==> config.mk <==
export PLATFORM = sky130hd
export DESIGN_NAME = pix_itime_unit
export DESIGN_NICKNAME = d
export VERILOG_FILES = /design/src/rtl/pix_itime_pkg.sv /design/src/rtl/pix_stamp_ram.sv /design/src/rtl/pix_event_seq.sv /design/src/rtl/pix_itime_unit.sv
export SDC_FILE = /design/constraint.sdc
export NUM_CORES = 2
export LEC_CHECK = 0
export CORE_UTILIZATION = 23
export CTS_BUF_LIST = sky130_fd_sc_hd__clkbuf_4
export DETAILED_ROUTE_END_ITERATION = 8
export PLACE_DENSITY = 0.46
export SYNTH_ARGS = -nofsm -noshare
export SYNTH_HDL_FRONTEND = slang
export SYNTH_SLANG_ARGS = --single-unit
==> constraint.sdc <==
create_clock -name clk -period 7.5 [get_ports clk]
set_input_delay 1.125 -clock clk [delete_from_list [all_inputs] [get_ports clk]]
set_output_delay 1.125 -clock clk [all_outputs]
set_load 0.01 [all_outputs]
==> src/rtl/pix_itime_pkg.sv <==
package pix_itime_pkg;
  typedef enum logic [1:0] {
    SEQ_INIT = 2'd0,
    SEQ_IDLE = 2'd1,
    SEQ_CALC = 2'd2
  } seq_state_e;
endpackage

==> src/rtl/pix_stamp_ram.sv <==
module pix_stamp_ram #(
  parameter int WIDTH  = 16,
  parameter int ADDR_W = 6
) (
  input  logic              clk,
  input  logic              we,
  input  logic [ADDR_W-1:0] waddr,
  input  logic [WIDTH-1:0]  wdata,
  input  logic [ADDR_W-1:0] raddr,
  output logic [WIDTH-1:0]  rdata
);
  localparam int DEPTH = 1 << ADDR_W;

  logic [WIDTH-1:0] mem [DEPTH];

  // write first in source order, read returns the value held before the edge
  always_ff @(posedge clk) begin
    if (we) mem[waddr] <= wdata;
    rdata <= mem[raddr];
  end
endmodule

==> src/rtl/pix_event_seq.sv <==
module pix_event_seq
  import pix_itime_pkg::*;
#(
  parameter int ADDR_W = 6,
  parameter int TS_W   = 16
) (
  input  logic              clk,
  input  logic              rst_n,
  input  logic              evt_valid,
  input  logic [ADDR_W-1:0] evt_addr,
  input  logic [TS_W-1:0]   evt_ts,
  output logic              evt_ready,
  output logic              init_busy,
  output logic              commit_fire,
  output logic              wr_en,
  output logic [ADDR_W-1:0] wr_addr,
  output logic [TS_W-1:0]   ts_q
);
  localparam int DEPTH = 1 << ADDR_W;
  localparam logic [ADDR_W-1:0] LAST_ADDR = ADDR_W'(DEPTH - 1);

  seq_state_e        state_q;
  logic [ADDR_W-1:0] sweep_q;
  logic [ADDR_W-1:0] addr_q;
  logic              accept;

  assign accept = evt_valid && evt_ready;

  always_ff @(posedge clk) begin
    if (!rst_n) begin
      state_q <= SEQ_INIT;
      sweep_q <= '0;
      addr_q  <= '0;
      ts_q    <= '0;
    end else begin
      case (state_q)
        SEQ_INIT: begin
          sweep_q <= sweep_q + 1'b1;
          if (sweep_q == LAST_ADDR) state_q <= SEQ_IDLE;
        end
        SEQ_IDLE: begin
          if (evt_valid) begin
            addr_q  <= evt_addr;
            ts_q    <= evt_ts;
            state_q <= SEQ_CALC;
          end
        end
        SEQ_CALC: state_q <= SEQ_IDLE;
        default:  state_q <= SEQ_INIT;
      endcase
    end
  end

  assign evt_ready   = (state_q == SEQ_IDLE);
  assign init_busy   = (state_q == SEQ_INIT);
  assign commit_fire = (state_q == SEQ_CALC);
  assign wr_en       = init_busy || commit_fire;
  assign wr_addr     = init_busy ? sweep_q : addr_q;

  // an accepted event makes the block busy on the next cycle
  assert_busy_after_accept_R3: assert property (@(posedge clk) disable iff (!rst_n)
    accept |=> !evt_ready);

  // every write-back is caused by an acceptance one cycle earlier
  assert_commit_follows_accept_R3: assert property (@(posedge clk) disable iff (!rst_n)
    commit_fire |-> $past(accept));

  // after the write-back the block is ready again
  assert_ready_after_commit_R3: assert property (@(posedge clk) disable iff (!rst_n)
    commit_fire |=> evt_ready);
endmodule

==> src/rtl/pix_itime_unit.sv <==
module pix_itime_unit #(
  parameter int ADDR_W = 6,
  parameter int TS_W   = 16
) (
  input  logic              clk,
  input  logic              rst_n,
  input  logic              evt_valid,
  output logic              evt_ready,
  input  logic [ADDR_W-1:0] evt_addr,
  input  logic [TS_W-1:0]   evt_ts,
  input  logic [ADDR_W-1:0] rd_addr,
  output logic [TS_W-1:0]   rd_data
);
  // elapsed count between two counter samples, one wrap tolerated
  function automatic logic [TS_W-1:0] itime_diff(input logic [TS_W-1:0] now_ts,
                                                 input logic [TS_W-1:0] last_ts);
    return now_ts - last_ts;
  endfunction

  logic              init_busy;
  logic              commit_fire;
  logic              wr_en;
  logic [ADDR_W-1:0] wr_addr;
  logic [TS_W-1:0]   ts_q;
  logic [TS_W-1:0]   rst_rdata;
  logic [TS_W-1:0]   rst_wdata;
  logic [TS_W-1:0]   itm_wdata;

  pix_event_seq #(.ADDR_W(ADDR_W), .TS_W(TS_W)) u_seq (
    .clk        (clk),
    .rst_n      (rst_n),
    .evt_valid  (evt_valid),
    .evt_addr   (evt_addr),
    .evt_ts     (evt_ts),
    .evt_ready  (evt_ready),
    .init_busy  (init_busy),
    .commit_fire(commit_fire),
    .wr_en      (wr_en),
    .wr_addr    (wr_addr),
    .ts_q       (ts_q)
  );

  assign rst_wdata = init_busy ? '0 : ts_q;
  assign itm_wdata = init_busy ? '0 : itime_diff(ts_q, rst_rdata);

  // reset-instant store: looked up on the acceptance edge
  pix_stamp_ram #(.WIDTH(TS_W), .ADDR_W(ADDR_W)) u_rst_mem (
    .clk  (clk),
    .we   (wr_en),
    .waddr(wr_addr),
    .wdata(rst_wdata),
    .raddr(evt_addr),
    .rdata(rst_rdata)
  );

  // image store: read by the display side
  pix_stamp_ram #(.WIDTH(TS_W), .ADDR_W(ADDR_W)) u_img_mem (
    .clk  (clk),
    .we   (wr_en),
    .waddr(wr_addr),
    .wdata(itm_wdata),
    .raddr(rd_addr),
    .rdata(rd_data)
  );

  // the write-back stores the accepted timestamp as the new reset instant
  assert_reset_instant_is_ts_R5: assert property (@(posedge clk) disable iff (!rst_n)
    commit_fire |-> rst_wdata == $past(evt_ts));

  // stored difference plus old instant gives back the new instant
  assert_itime_sum_R4: assert property (@(posedge clk) disable iff (!rst_n)
    commit_fire |-> TS_W'(itm_wdata + rst_rdata) == $past(evt_ts));
endmodule

==> metrics.txt <==
clock root cell=clkbuf_4; VDD IR max=0.0923 mV; Register-to-Register Path Depth=6; Initial Utilization=23.1%; worst min-delay path category=primary input to flip-flop; Gate power share=3.9%; Least-Margin Pin Slew=1.33 ns; hold depth=3; largest net degree at the start of global routing=106; MaxCap Viol Count=0; final number of hold-violating endpoints=0; Vias/cell=4.45; area delta synth->final=17.1%; Slew headroom=11.2%; Port-buffer cells=47; Routability Congestion=0.739; DP HPWL=126 mm; CTS tree=yes; Post-synth EDFFs=2048; chip height=595 µm; Yosys cell types=62; Cell Area, Synth=80800 µm²; Crit. End Element=flip-flop; Net Count, Synth=3697; global-route wire length before repair=324 mm; final WL=229 mm; Initial DRC Count=3476; Post-Syn Area per Cell=22.1 µm²; CP arrival=4.84 ns; core area=349000 µm²; postcts setup bufs=0; Pleak=31.4 nW; Remaining Overflow, GRT=0; Worst-Skew Late Latency=1.29 ns; vias in the first global route=43196; DIE WIDTH=595 µm; initial antenna violation count=11; crit start category=flip-flop; status=completed; Critical Path RT=8.36 ns; fin util=27.1%; Flop pwr share=54.0%; commonest non-fill, non-tap cells in the layout=edfxtp_1 (2048), clkbuf_4 (823), mux4_2 (484), buf_4 (119), nand2_1 (97); DRT Pass-1 Iters=5; min Tclk post-route=3.98 ns; # clock sinks=2110; unrepaired setup endpoints after global routing=no; crit-path max FO=25; cts bufs inserted=555; total track usage=12.7%; Max Buffers Root-to-Sink=4; ys flop type=edfxtp_1; vias=40761; skew final=0.0968 ns; clock-pin slew on the worst setup and hold paths=0.06 ns; ys async rst share=0%; most common cell after layout, fill and taps aside=edfxtp_1; Site Rows=217; share of layout cells above drive strength 1=35.6%; pwr dens=252 nW/µm²; Max Fclk=251 MHz; Post-DRT Antenna Nets=0; Die ar.=354000 µm²; register area share after synthesis=77.7%; Synth Instances=3648; nets@finish=4234; post-CTS sizing=0; Crit Path Class=flip-flop to flip-flop; Clock H-tree levels=6; FF+latch count, synth=2110; Slew Viols, Final=0; cts hold-fix bufs=0; Psw=5.32 mW; post-route setup TNS=0 ns; # setup viols final=0; DR WL/cell=25.0 µm; clock share of power=42.2%; Residual DRC=0; sw frac=22.3%; Int Pwr=18.5 mW; I/O pin count=48; Ys Warns=0; Period Utilization, post-route=53.1%
state kept, by name, summed over array words and instances, names as in the netlist:
name,count
u_seq.ts_q,16
u_rst_mem.rdata,16
u_rst_mem.mem,1024
u_seq.sweep_q,6
u_seq.addr_q,6
u_img_mem.mem,1024
u_seq.state_q,2
u_img_mem.rdata,16
metrics by stage:
step                      hold slack, ns  cells  total power, mW  cell area [µm²]  worst slack, ns
after floorplan                    0.443   3648             13.7            80800             2.97
after global placement             0.465   8227             14.1            87600             2.64
after detailed placement           0.469   8227             14.1            87600             2.66
after CTS                          0.275   9160             24.2            94600             3.31
after global routing               0.345   9168             24.8            94600             3.28
final                              0.456   9170             23.8            94600             3.52
per-layer routing:
| layer | GRT usage [%] | vias up | wire length [µm] |
|---|---|---|---|
| met5 | 0 | - | 92 |
| met4 | 3.67 | 14 | 5380 |
| li1 | - | 16964 | - |
| met1 | 17.2 | 22135 | 102000 |
| met2 | 20.8 | 1286 | 111000 |
| met3 | 2.59 | 362 | 11300 |
synth_stat cells, types with 18 or more instances:
cell type | number | area [µm²]
clkbuf_1 | 81 | 304
a22o_1 | 33 | 289
buf_2 | 63 | 315
a22oi_1 | 18 | 135
mux2_2 | 20 | 225
nor4_1 | 20 | 125
mux2i_1 | 32 | 320
nor2_1 | 125 | 469
o22ai_1 | 60 | 375
a221oi_1 | 38 | 333
edfxtp_1 | 2048 | 61500
and2_1 | 30 | 188
nand2_1 | 97 | 364
dfxtp_1 | 62 | 1240
mux4_2 | 484 | 10900
a21oi_1 | 23 | 115
a21boi_0 | 23 | 173
o21ai_0 | 55 | 275
inv_1 | 22 | 82.6
a211oi_1 | 21 | 158
mux4_1 | 30 | 788
path summary, 6_finish.rpt:
kind | slack, ns | startpoint | endpoint
setup / recovery | 3.52 | u_seq.state_q[1] | u_img_mem.mem[7][11]
hold / removal | 0.46 | evt_addr[2] | u_seq.addr_q[2]
setup reg to reg | 3.52 | u_seq.state_q[1] | u_img_mem.mem[7][11]
hold reg to reg | 0.48 | u_seq.addr_q[0] | u_seq.addr_q[0]
kinds of logic after synthesis:
family	synth area share, %
compound gates	3.17
fa+ha+maj	0.288
buf+inv	1.38
mux	15.1
simple gates	2.14
flops	77.7
xor+xnor	0.184
layout make-up:
| class | count | area, µm² |
|---|---|---|
| Tap cell | 4599 | 5750 |
| Sequential cell | 2110 | 62700 |
| Multi-Input combinational cell | 1324 | 17600 |
| Fill cell | 34756 | 255000 |
| Antenna cell | 10 | 25.0 |
| Inverter | 23 | 86.3 |
| Timing Repair Buffer | 171 | 1480 |
| Clock inverter | 110 | 763 |
| Clock buffer | 823 | 6180 |
critical path, cell delays in order, from the launching register on:
cell and delay (ns):
dfxtp_1 0.48, or2_2 0.60, nor3_1 0.45, a31o_2 0.19, nand2_1 0.44, nor2_4 0.85
buf_4 0.56
power by group through the flow:
stage          clock [mW]  combinational [mW]  sequential (mW)
2_1_floorplan           0               0.572             13.1
3_3_place_gp            0               0.946             13.1
3_5_place_dp            0               0.941             13.1
4_1_cts              10.4               0.943             12.9
5_1_grt              11.0               0.977             12.9
6_report             10.0               0.918             12.9
(Power assumes the default switching activity.)
